[src/rtl/epp_tx_pkg.sv]
// Shared types for the parallel-port frame transmitter.
package epp_tx_pkg;
    // Read-cycle controller states.
    typedef enum logic [1:0] {
        ST_IDLE  = 2'd0,  // no frame pending
        ST_ARMED = 2'd1,  // frame held, waiting for strobe fall
        ST_DRIVE = 2'd2,  // byte driven, wait not yet raised
        ST_HOLD  = 2'd3   // wait raised, waiting for strobe high
    } rd_state_t;
endpackage

[src/rtl/epp_strobe_sync.sv]
// Brings the asynchronous host strobe into the clock domain.
// Assumes: strobe is active low and may ring; its low and high phases
// last several clocks. Two flops resolve metastability, and a third
// holds the previous value for edge detection.
module epp_strobe_sync (
    input  logic clk,
    input  logic rst_n,
    input  logic strobe_n_async,
    output logic stb_fall,
    output logic stb_high
);
    logic meta_q, sync_q, prev_q;

    // Synchronizer chain and previous-value register.
    always_ff @(posedge clk) begin
        if (!rst_n) begin
            meta_q <= 1'b1;
            sync_q <= 1'b1;
            prev_q <= 1'b1;
        end else begin
            meta_q <= strobe_n_async;
            sync_q <= meta_q;
            prev_q <= sync_q;
        end
    end

    // Edge and level outputs from the synchronized strobe.
    always_comb begin
        stb_fall = prev_q & ~sync_q;
        stb_high = sync_q;
    end
endmodule

[src/rtl/epp_frame_packer.sv]
// Holds one frame of samples and selects the byte at a given index.
// Assumes: 9 <= SAMPLE_W <= 16. Even bytes carry sample bits 7:0 and
// odd bytes the upper bits, zero-extended.
module epp_frame_packer #(
    parameter int SAMPLE_W    = 14,
    parameter int NUM_SAMPLES = 5,
    localparam int NUM_BYTES  = 2 * NUM_SAMPLES,
    localparam int IDX_W      = $clog2(NUM_BYTES + 1)
) (
    input  logic                            clk,
    input  logic                            rst_n,
    input  logic                            load,
    input  logic [NUM_SAMPLES*SAMPLE_W-1:0] samples_flat,
    input  logic [IDX_W-1:0]                sel,
    output logic [7:0]                      byte_out
);
    logic [NUM_SAMPLES*SAMPLE_W-1:0] frame_q;
    logic [7:0] bytes [NUM_BYTES];

    // Frame storage, loaded on the accepted frame-ready pulse.
    always_ff @(posedge clk) begin
        if (!rst_n)    frame_q <= '0;
        else if (load) frame_q <= samples_flat;
    end

    // Split each stored sample into its low and high byte.
    for (genvar k = 0; k < NUM_SAMPLES; k++) begin : g_split
        logic [15:0] ext;
        assign ext            = 16'(frame_q[k*SAMPLE_W +: SAMPLE_W]);
        assign bytes[2*k]     = ext[7:0];
        assign bytes[2*k + 1] = ext[15:8];
    end

    // Byte select; an index past the frame gives zero.
    always_comb begin
        byte_out = 8'h00;
        for (int b = 0; b < NUM_BYTES; b++)
            if (sel == IDX_W'(b)) byte_out = bytes[b];
    end
endmodule

[src/rtl/epp_read_ctrl.sv]
// Read-cycle controller: interrupt, byte index, data, output enable, wait.
// Assumes: strobe edge and level come from the synchronizer. Only a
// falling edge advances the index. A frame-ready pulse outside idle is
// dropped and reported as overrun.
module epp_read_ctrl
    import epp_tx_pkg::*;
#(
    parameter int NUM_BYTES = 10,
    localparam int IDX_W    = $clog2(NUM_BYTES + 1)
) (
    input  logic             clk,
    input  logic             rst_n,
    input  logic             frame_ready,
    input  logic             stb_fall,
    input  logic             stb_high,
    input  logic [7:0]       byte_in,
    output logic             load,
    output logic [IDX_W-1:0] idx,
    output logic [7:0]       data_o,
    output logic             oe,
    output logic             wait_o,
    output logic             irq,
    output logic             overrun
);
    localparam logic [IDX_W-1:0] END_IDX = IDX_W'(NUM_BYTES);

    rd_state_t state_q;

    // Accept a new frame only while idle.
    always_comb load = frame_ready && (state_q == ST_IDLE);

    // Handshake sequencing and output registers.
    always_ff @(posedge clk) begin
        if (!rst_n) begin
            state_q <= ST_IDLE;
            idx     <= '0;
            data_o  <= 8'h00;
            oe      <= 1'b0;
            wait_o  <= 1'b0;
            irq     <= 1'b0;
            overrun <= 1'b0;
        end else begin
            overrun <= frame_ready && (state_q != ST_IDLE);
            case (state_q)
                ST_IDLE: begin
                    if (frame_ready) begin
                        idx     <= '0;
                        irq     <= 1'b1;
                        state_q <= ST_ARMED;
                    end
                end
                ST_ARMED: begin
                    if (stb_fall) begin
                        data_o  <= byte_in;
                        oe      <= 1'b1;
                        irq     <= 1'b0;
                        idx     <= idx + 1'b1;
                        state_q <= ST_DRIVE;
                    end
                end
                ST_DRIVE: begin
                    wait_o  <= 1'b1;
                    state_q <= ST_HOLD;
                end
                ST_HOLD: begin
                    if (stb_high) begin
                        oe      <= 1'b0;
                        wait_o  <= 1'b0;
                        state_q <= (idx == END_IDX) ? ST_IDLE : ST_ARMED;
                    end
                end
                default: state_q <= ST_IDLE;
            endcase
        end
    end
endmodule

[src/rtl/epp_frame_tx.sv]
// Parallel-port frame transmitter top: latches five samples per frame,
// interrupts the host and serves ten strobe-driven byte reads.
// Assumes: host_strobe_n is asynchronous and is only sampled.
module epp_frame_tx #(
    parameter int SAMPLE_W    = 14,
    parameter int NUM_SAMPLES = 5,
    localparam int NUM_BYTES  = 2 * NUM_SAMPLES,
    localparam int IDX_W      = $clog2(NUM_BYTES + 1)
) (
    input  logic                            clk,
    input  logic                            rst_n,
    input  logic                            frame_ready,
    input  logic [NUM_SAMPLES*SAMPLE_W-1:0] samples_flat,
    input  logic                            host_strobe_n,
    output logic [7:0]                      port_data_o,
    output logic                            port_data_oe,
    output logic                            port_wait,
    output logic                            port_irq,
    output logic                            overrun
);
    logic             stb_fall, stb_high, load;
    logic [IDX_W-1:0] idx;
    logic [7:0]       sel_byte;

    epp_strobe_sync u_sync (
        .clk(clk), .rst_n(rst_n), .strobe_n_async(host_strobe_n),
        .stb_fall(stb_fall), .stb_high(stb_high)
    );

    epp_frame_packer #(.SAMPLE_W(SAMPLE_W), .NUM_SAMPLES(NUM_SAMPLES)) u_pack (
        .clk(clk), .rst_n(rst_n), .load(load), .samples_flat(samples_flat),
        .sel(idx), .byte_out(sel_byte)
    );

    epp_read_ctrl #(.NUM_BYTES(NUM_BYTES)) u_ctrl (
        .clk(clk), .rst_n(rst_n), .frame_ready(frame_ready),
        .stb_fall(stb_fall), .stb_high(stb_high), .byte_in(sel_byte),
        .load(load), .idx(idx), .data_o(port_data_o), .oe(port_data_oe),
        .wait_o(port_wait), .irq(port_irq), .overrun(overrun)
    );
endmodule

[config.mk]
export PLATFORM = sky130hd
export DESIGN_NAME = epp_frame_tx
export DESIGN_NICKNAME = d
export VERILOG_FILES = /design/src/rtl/epp_tx_pkg.sv /design/src/rtl/epp_strobe_sync.sv /design/src/rtl/epp_frame_packer.sv /design/src/rtl/epp_read_ctrl.sv /design/src/rtl/epp_frame_tx.sv
export SDC_FILE = /design/constraint.sdc
export NUM_CORES = 1
export LEC_CHECK = 0
export BUFFER_PORTS_ARGS = -buffer_cell sky130_fd_sc_hd__buf_4
export CORE_MARGIN = 1
export CORE_UTILIZATION = 53
export DETAILED_ROUTE_END_ITERATION = 12
export PLACE_DENSITY = 0.77
export SYNTH_ARGS = -nofsm -noshare
export SYNTH_HDL_FRONTEND = slang
export SYNTH_HIERARCHICAL = 1
export SYNTH_SLANG_ARGS = --single-unit
[constraint.sdc]
create_clock -name clk -period 2.38 [get_ports clk]
set_input_delay 0.119 -clock clk [delete_from_list [all_inputs] [get_ports clk]]
set_output_delay 0.119 -clock clk [all_outputs]
set_load 0.005 [all_outputs]
# --- After elaboration in Yosys (flattened, before gate mapping) ---
# Index checks and enable logic that the tools add are counted.
op_classes:
  addsub: 1
  eq_ne: 16
  mux: 25
  bitwise: 2
  reduce_logical: 13
op_table:
  columns: ["operator", "n"]
  rows:
  - ["$mux W8", 10]
  - ["$eq A4 B3 Y1 const B", 4]
  - ["$eq A4 B4 Y1 const B", 3]
  - ["$reduce_and A3 Y1", 3]
  - ["$eq A4 B2 Y1 const B", 2]
  - ["$mux W4", 2]
  - ["$pmux W2 S4", 1]
  - ["$pmux W4 S2", 1]
  - ["$reduce_bool A2 Y1", 4]
  - ["$mux W2", 3]
  - ["$ne A2 B2 Y1 const B", 3]
  - ["$pmux W1 S2", 3]
  - ["$mux W1", 5]
  - ["$add A4 B1 Y4 const B", 1]
  - ["$eq A2 B2 Y1 const B", 2]
  - ["$eq A4 B1 Y1 const B", 1]
  - ["$logic_not A4 Y1", 1]
  - ["$reduce_and A2 Y1", 2]
  - ["$eq A2 B1 Y1 const B", 1]
  - ["$logic_and A1 B1 Y1", 2]
  - ["$logic_not A2 Y1", 1]
  - ["$and A1 B1 Y1", 1]
  - ["$not A1 Y1", 1]
word_totals:
  regBits: 91
  inputBits: 74
  out_inout_bits: 12

# --- Logic depth before layout (Yosys ltp) ---
# Gate-level depths: netlist of the first run.
depth:
  ltp_word: 11
  depth_mapped: 9
  depth_no_buf: 6

# --- Cells and area by module ---
# Netlist of the first run, hierarchy kept.
modules_own_cells:
  columns: ["module", "n_inst", "cells_each", "area_per_inst_um2"]
  rows:
  - ["epp_frame_packer", 1, 330, 3345.7]
  - ["epp_read_ctrl", 1, 101, 882.1]
  - ["epp_strobe_sync", 1, 7, 85.1]

# --- Worst setup path after synthesis of the first run ---
# OpenSTA, ideal clock, no wires.
synth_path:
  path_kind: "reg2reg"
  startpoint: "register u_ctrl.state_q[0]"
  endpoint: "register u_ctrl.state_q[0]"
  setup_time_ns: 0.122
  arrival_ns: 1.524
  slack_ns: 0.734
  stages_incl_launch_ff: 7
  path_cell_list: "dfxtp_1 inv_1 ha_1 nor2b_4 buf_6 a2111o_1 o311a_1"
synth_via:
  elab_chain_len: 3
  elab_cells_between_ends: 9
  classes_between: "6 x eq/ne; 1 x mux; 2 x reduce/logical"
synth_lines:
  columns: ["item", "line_no", "rtl"]
  rows:
  - ["start: declaration", "epp_read_ctrl.sv:27", "rd_state_t state_q;"]
  - ["start signal: assignment", "epp_read_ctrl.sv:69", "state_q <= (idx == END_IDX) ? ST_IDLE : ST_ARMED;"]
  - ["$eq A2 B2 Y1, or another cell as far along", "epp_read_ctrl.sv:44", "case (state_q)"]
  - ["$ne A2 B2 Y1 (no source line)", null, null]
  - ["$reduce_and A3 Y1 (no source line)", null, null]
# Several ways; a longest one is shown, not always the timed one.
# A chain may end at the register's enable or synchronous reset.

# --- Worst setup path in the final report of the first run ---
layout_path:
  startpoint: "register u_ctrl.state_q[1]"
  endpoint: "register u_ctrl.state_q[0]"
# The elaborated chain is that of the path after synthesis.

==> results.py, run 1 <==
metrics = {
    "floorplanning": {
        "dieArea_um2": 8500,
        "fp-row-count": 32,
        "ioPinCount": 86,
        "die_w_um": 92.2,
        "die_h_um": 92.2,
        "core-area_um2": 7810,
        "initial_utilization": 0.552,
    },
    "synthesis": {
        "postSynthCellCount": 438,
        "yosysWarningCount": 6,
        "synth-main-ff-cell": "dfxtp_1",
        "synth_fp_nets": 518,
        "ys_ff_latch": 91,
        "synth-edff-count": 0,
        "synthArstFlopShare": 0,
        "syn_area_per_cell_um2": 9.85,
        "ys_seq_area_frac": 0.422,
        "synth_cell_types": 53,
        "syn_area_um2": 4310,
    },
    "worst_setup_path": {
        "r2r-start": "u_ctrl/state_q[1]$_SDFFE_PN0P_",
        "cp.arrival_ns": 2.29,
        "reg2reg_to": "u_ctrl/state_q[0]$_SDFFE_PN0P_",
        "critPathMaxStageDelay_ns": 0.60,
        "path_cells": "inv_1 > ha_1 > nor2b_1 > o41ai_1 > o311a_1",
        "cp_data_required_time_ns": 2.62,
        "rrSetupSlack_ns": 0.33,
        "cp_slowest_cell": "nor2b_1",
        "worstPathMaxFanout": 15,
        "critical_path_class": "reg -> reg",
        "startpoint_type": "flip-flop",
        "ff2ff_path_depth": 5,
        "startpoint": "u_ctrl/state_q[1]$_SDFFE_PN0P_",
        "endpoint_kind": "flip-flop",
    },
    "clocking": {
        "clockBufferDepth": 2,
        "clk_latency_ns": 0.35,
        "cts_tree": "built",
        "cts_setup_buffers": 0,
        "numCtsBuffers": 9,
        "clkTransAtPathRegs_ns": 0.09,
        "root_buffer": "clkbuf_8",
        "clock_sinks": 91,
        "htree_levels": 3,
    },
    "timing": {
        "max_freq_ghz": 0.489,
        "setup_tns_ns": 0,
        "hold_viol_final": 0,
        "relSlewSlack": 0.575,
        "drv_slew": 0,
        "max_slew.worst_pin.slew_ns": 0.636,
        "rsz0062_at_grt": "no",
        "period_share": 0.860,
        "final-setup-viol-count": 0,
        "skew_ns": 0.00604,
        "period_needed_ns": 2.05,
    },
    "cells_and_area": {
        "nets": 595,
        "post-route-util": 0.662,
        "multi_input_area_um2": 2290,
        "diodes": 0,
        "areaGrowthSynthToFinish_pct": 19.9,
        "drive_above_1_share": 0.231,
        "nFillCells": 653,
        "seqCellArea_um2": 1820,
    },
    "power_and_ir_drop": {
        "p_leak_nw": 2.08,
        "power_density_nw_per_um2": 818,
        "peakVddDrop_v": 0.000394,
    },
    "grt": {
        "grtUsageMet2": 0.427,
        "grt_use_met3": 0.0406,
        "grt_max_degree": 49,
        "grt.busiest_layer": "met2",
        "overflow": 0,
        "antenna_found_initial": 0,
        "grt_pass1_wl_mm": 16.8,
        "track_usage": 0.254,
        "use_met1": 0.327,
        "first_global_vias": 3371,
    },
    "route": {
        "viasPerCell": 5.52,
        "antenna_left": 0,
        "dr.pass1.iters": 5,
        "drt_iter0_drc": 279,
        "num_vias": 3432,
        "wl_per_cell_um": 16.5,
        "wirelength_mm": 10.3,
        "drc": 0,
    },
    "placed_design": {
        "place.gp.congestion": 0.869,
        "numPortBuffers": 85,
        "dp_hpwl_mm": 7.29,
    },
    "hold_path": {
        "hp-start": "samples_flat[69]",
        "hold-path-endpoint": "u_pack/frame_q[69]$_SDFFE_PN0P_",
        "hold-path-cell-count": 3,
        "hold_path.class": "in -> reg",
    },
    "status": {
        "status": "complete, no violations",
    },
    "run": {
        "max_cap_viol_count": 0,
    },
}
==> state kept, by name, indices dropped and copies added, names as in the netlist <==
signal           cells
u_ctrl/data_o        8
u_ctrl/idx           4
u_ctrl/irq           1
u_ctrl/oe            1
u_ctrl/overrun       1
u_ctrl/state_q       2
u_ctrl/wait_o        1
u_pack/frame_q      70
u_sync/meta_q        1
u_sync/prev_q        1
u_sync/stb_high      1
==> repair_timing <==
item | CTS | global route
hold endpoints to repair | 1 | 0
resized for setup | 0 | 0
hold buffers | 1 | 0
==> Yosys cell counts (2+ instances only) <==
library cell  number  area [um2]
buf_2              9        45.0
or2_0              2        12.5
dfxtp_1           91        1820
a21oi_1           24         120
o2bb2ai_1          4        35.0
ha_1               6        75.1
a31oi_1            3        18.8
or2_1              2        12.5
nand4_1            2        12.5
nand2b_1           4        25.0
a22oi_1            7        52.6
mux2_2             4        45.0
nand2_1           19        71.3
mux2i_1           78         781
nand3b_1           5        37.5
o21ai_0            7        35.0
nor2b_1           77         482
clkbuf_1          10        37.5
inv_1              7        26.3
a221oi_1           3        26.3
nor2_1            10        37.5
a22o_1             3        26.3
buf_6              6        67.6
o31ai_1            6        45.0
o22ai_1            3        18.8
o22a_1             2        17.5
nand3_1           16        80.1
nor3_1             3        15.0
==> cell type report <==
type,instances,share of cell area
Inverter,8,0.00581
Multi-Input combinational cell,311,0.442
Timing Repair Buffer,94,0.142
Tap cell,102,0.0247
Sequential cell,91,0.352
Clock buffer,12,0.0281
Clock inverter,4,0.00508
==> kinds of logic (layout without fill, tap and decap cells) <==
logic type,count (synthesis),count (layout),synth area share
buffers and inverters,36,118,0.0479
muxes,82,82,0.191
DFF,91,91,0.422
AOI/OAI and AO/OA,68,68,0.105
and+or+nand+nor,155,155,0.216
adders and majority gates,6,6,0.0174
==> worst max-delay path, delay by kind of cell (launching register included) <==
family,cells,cell delay [ns]
adders and majority gates,1,0.51
and+or+nand+nor,1,0.60
DFF,1,0.37
buffers and inverters,1,0.10
AOI/OAI and AO/OA,2,0.37
==> per-stage QoR <==
step	setup WS [ns]	total power, W	std cells	hold WS (ns)	instance area (um2)
after detailed placement	0.412	0.00332	605	0.324	4990
after floorplan	0.734	0.00295	438	0.192	4310
after global placement	0.528	0.00328	605	0.301	4990
after CTS	0.384	0.00426	622	0.0101	5170
final	0.334	0.00423	622	0.0163	5170
after global routing	0.179	0.00448	622	0.00958	5170
==> layer usage <==
metal  routed length, um  vias up
met5                   0        -
met4                 217        0
met3                 547       18
met2                4940      131
met1                4570     1597
li1                    -     1686
==> power breakdown <==
part           switching (W)  internal [W]  leakage [nW]
sequential          0.000187       0.00179         0.746
combinational       0.000651      0.000675          1.24
clock               0.000522      0.000407        0.0863
==> worst max-delay path by stage <==
stage | endpoint | depth (start not counted)
finish | u_ctrl/state_q[0]$_SDFFE_PN0P_ | 5
global route | u_ctrl/state_q[0]$_SDFFE_PN0P_ | 5
CTS | u_ctrl/state_q[0]$_SDFFE_PN0P_ | 5
detailed placement | u_ctrl/idx[2]$_SDFFE_PN0P_ | 5
global placement | u_pack/frame_q[44]$_SDFFE_PN0P_ | 6
floorplan | u_ctrl/state_q[0]$_SDFFE_PN0P_ | 6
==> placed cells by master (no fill, tap or decap), drive strengths merged, types with 7 or more instances in the layout <==
cell type   n
nor2       10
clkbuf     12
a22oi       7
mux2i      78
nand3      16
a21oi      24
dfxtp      91
nand2      19
inv         8
o21ai       7
nor2b      78
buf        93
No activity file was read; power rests on OpenSTA's default activity.
==> run 2, diff against run 1 <==
--- a/config.mk
+++ b/config.mk
@@ -5,11 +5,11 @@
 export SDC_FILE = /design/constraint.sdc
 export NUM_CORES = 1
 export LEC_CHECK = 0
+export ABC_AREA = 1
 export BUFFER_PORTS_ARGS = -buffer_cell sky130_fd_sc_hd__buf_4
 export CORE_MARGIN = 1
-export CORE_UTILIZATION = 53
+export CORE_UTILIZATION = 35
 export DETAILED_ROUTE_END_ITERATION = 12
-export PLACE_DENSITY = 0.77
 export SYNTH_ARGS = -nofsm -noshare
 export SYNTH_HDL_FRONTEND = slang
 export SYNTH_HIERARCHICAL = 1
==> run 2 against run 1 <==
Effect of this change: die area up 41%; critical path depth up 7; setup slack better by 0.20 ns; via count up 13%; final cell count up 32%; global-route usage down 6.7 points; register-to-register slack better by 0.20 ns; clock skew up 0.0045 ns; first-iteration DRC count down 23%; worst hold slack worse by 0.014 ns; largest cell class unchanged; largest power group unchanged.
==> results.py, run 2 <==
metrics = {
    "grt": {
        "grt_max_degree": 79,
        "first_global_vias": 3612,
        "antenna_found_initial": 0,
        "track_usage": 0.187,
        "overflow": 0,
        "grt_pass1_wl_mm": 17.0,
    },
    "worst_setup_path": {
        "cp_data_required_time_ns": 2.66,
        "worstPathMaxFanout": 12,
        "startpoint": "u_ctrl/idx[0]$_SDFFE_PN0P_",
        "cp_slowest_cell": "dfxtp_1",
        "cp_num_buf_inv": 1,
        "r2r-start": "u_ctrl/idx[0]$_SDFFE_PN0P_",
        "path_delay_family": "simple AND/OR/NAND/NOR gates",
        "cp.arrival_ns": 2.12,
        "endpoint_kind": "flip-flop",
        "path_cells": "inv_1 > nor2_4 > nand3_1 > nand2_1 > nor2_1 > nand2_1 > nand2_1 > nand2_1 > nand2_1 > nand2_1 > o21ai_0 > nor2_1",
        "critPathMaxStageDelay_ns": 0.68,
        "crit_path_frequent_cell": "nand2_1",
        "startpoint_type": "flip-flop",
        "critical_path_class": "reg -> reg",
    },
    "synthesis": {
        "synth-edff-count": 0,
        "yosysTopAreaCellShare": 0.450,
        "ys_seq_area_frac": 0.450,
        "synth_fp_nets": 664,
        "syn_area_um2": 4050,
        "synth.cells.most_frequent": "170 x nor2_1, 91 x dfxtp_1, 87 x o21ai_0, 76 x nand2_1, 43 x nand3_1",
        "postSynthCellCount": 584,
        "synthArstFlopShare": 0,
        "ys_ff_latch": 91,
        "synth_top_area_cell": "dfxtp_1",
        "synth-main-ff-cell": "dfxtp_1",
        "yosysWarningCount": 6,
        "synth_cell_types": 25,
        "yosysMostFrequentCell": "nor2_1",
        "syn_area_per_cell_um2": 6.94,
        "synthTopCellsByArea": "dfxtp_1 45%, nor2_1 16%, o21ai_0 11%",
    },
    "timing": {
        "relSlewSlack": 0.616,
        "skew_ns": 0.0106,
        "setup_tns_ns": 0,
        "hold_viol_final": 0,
        "period_needed_ns": 1.85,
        "rsz0062_at_grt": "no",
        "final-setup-viol-count": 0,
        "max_slew.worst_pin.slew_ns": 0.576,
        "period_share": 0.776,
        "max_freq_ghz": 0.541,
        "drv_slew": 0,
    },
    "cells_and_area": {
        "final_cell_mix": "170 x nor2_1, 91 x dfxtp_1, 88 x buf_4",
        "top_regs": "u_pack/frame_q: 70 flops, u_ctrl/data_o: 8 flops, u_ctrl/idx: 4 flops",
        "diodes": 0,
        "largest_register": "u_pack/frame_q",
        "seqCellArea_um2": 1820,
        "nFillCells": 1152,
        "stdcell_count": 818,
        "drive_above_1_share": 0.178,
        "layout_commonest_cell": "nor2_1",
        "areaGrowthSynthToFinish_pct": 29.3,
        "nets": 753,
        "multi_input_area_um2": 1920,
        "largest_register_ffs": 70,
    },
    "floorplanning": {
        "initial_utilization": 0.366,
        "die_w_um": 110,
        "fp-row-count": 38,
        "ioPinCount": 86,
        "dieArea_um2": 12000,
        "die_h_um": 110,
        "core-area_um2": 11100,
    },
    "placed_design": {
        "placed_cells_incl_taps": 786,
        "numPortBuffers": 85,
        "place.gp.congestion": 0.911,
        "dp_hpwl_mm": 7.78,
    },
    "clocking": {
        "cts_tree": "built",
        "hold_buffers": 15,
        "cts_resized": 0,
        "htree_levels": 3,
        "clockBufferDepth": 2,
        "clkTransAtPathRegs_ns": 0.07,
        "cts_setup_buffers": 0,
        "numCtsBuffers": 9,
        "clk_latency_ns": 0.34,
        "root_buffer": "clkbuf_16",
        "clock_sinks": 91,
    },
    "status": {
        "status": "complete, no violations",
    },
    "route": {
        "wl_per_cell_um": 13.2,
        "antenna_left": 0,
        "drt_iter0_drc": 214,
        "viasPerCell": 4.74,
        "wirelength_mm": 10.8,
        "drc": 0,
        "dr.pass1.iters": 4,
        "num_vias": 3879,
    },
    "power_and_ir_drop": {
        "p_leak_nw": 2.46,
        "power_density_nw_per_um2": 980,
        "peakVddDrop_v": 0.000441,
        "finalPower_w": 0.00513,
    },
    "hold_path": {
        "hp-start": "samples_flat[12]",
        "hold_path.class": "in -> reg",
    },
    "run": {
        "max_cap_viol_count": 0,
    },
}
-- run 2: area by class of cell --
type | count | area share
clock buffer | 9 | 0.0430
inverter | 46 | 0.0330
tap | 140 | 0.0334
clock inverter | 7 | 0.0160
timing repair buffer | 105 | 0.160
multi-input combinational | 420 | 0.367
sequential | 91 | 0.348
-- run 2: kinds of logic after synthesis --
| kind of cell | after synthesis | share of synthesized area |
|---|---|---|
| simple gates | 305 | 0.317 |
| fa+ha+maj | 6 | 0.0185 |
| buf+inv | 73 | 0.0763 |
| flops | 91 | 0.450 |
| compound gates | 109 | 0.138 |
-- run 2: worst min-delay path, delay by kind of cell --
| family | cells | cell delay [ns] |
|---|---|---|
| buffers and inverters | 1 | 0.07 |
| and+or+nand+nor | 2 | 0.12 |
-- run 2: final timing paths --
kind | cells past startpoint | end | slack, ns
min reg2reg | 2 | u_sync/stb_high$_SDFF_PN1_ | 0.40
max reg2reg | 12 | u_ctrl/data_o[0]$_SDFFE_PN0P_ | 0.53
max | 12 | u_ctrl/data_o[0]$_SDFFE_PN0P_ | 0.53
min | 3 | u_pack/frame_q[12]$_SDFFE_PN0P_ | 0.002
-- run 2: metrics by stage --
step / util / area, um2 / worst slack [ns] / hold WS [ns]
detailed placement: 0.431 / 4770 / 0.584 / 0.295
global route: 0.473 / 5240 / 0.357 / 0.000772
global placement: 0.431 / 4770 / 0.610 / 0.289
CTS: 0.472 / 5230 / 0.570 / 0.000386
floorplan: - / 4050 / 0.809 / 0.188
finish: 0.473 / 5240 / 0.532 / 0.00220
-- run 2: routing by layer --
metal,wire (um),GRT usage,vias to the layer above,share of wire
li1,-,-,2034,-
met1,4920,0.242,1738,0.46
met2,5170,0.310,98,0.48
met3,535,0.0350,9,0.050
met4,139,0.0676,0,0.013
met5,0,0,-,0
-- run 2: power breakdown --
group	leakage (nW)	switching, W	total [W]	internal [W]
Sequential	0.751	0.000267	0.00216	0.00189
Clock	0.149	0.000621	0.00145	0.000834
Combinational	1.56	0.000964	0.00152	0.000559
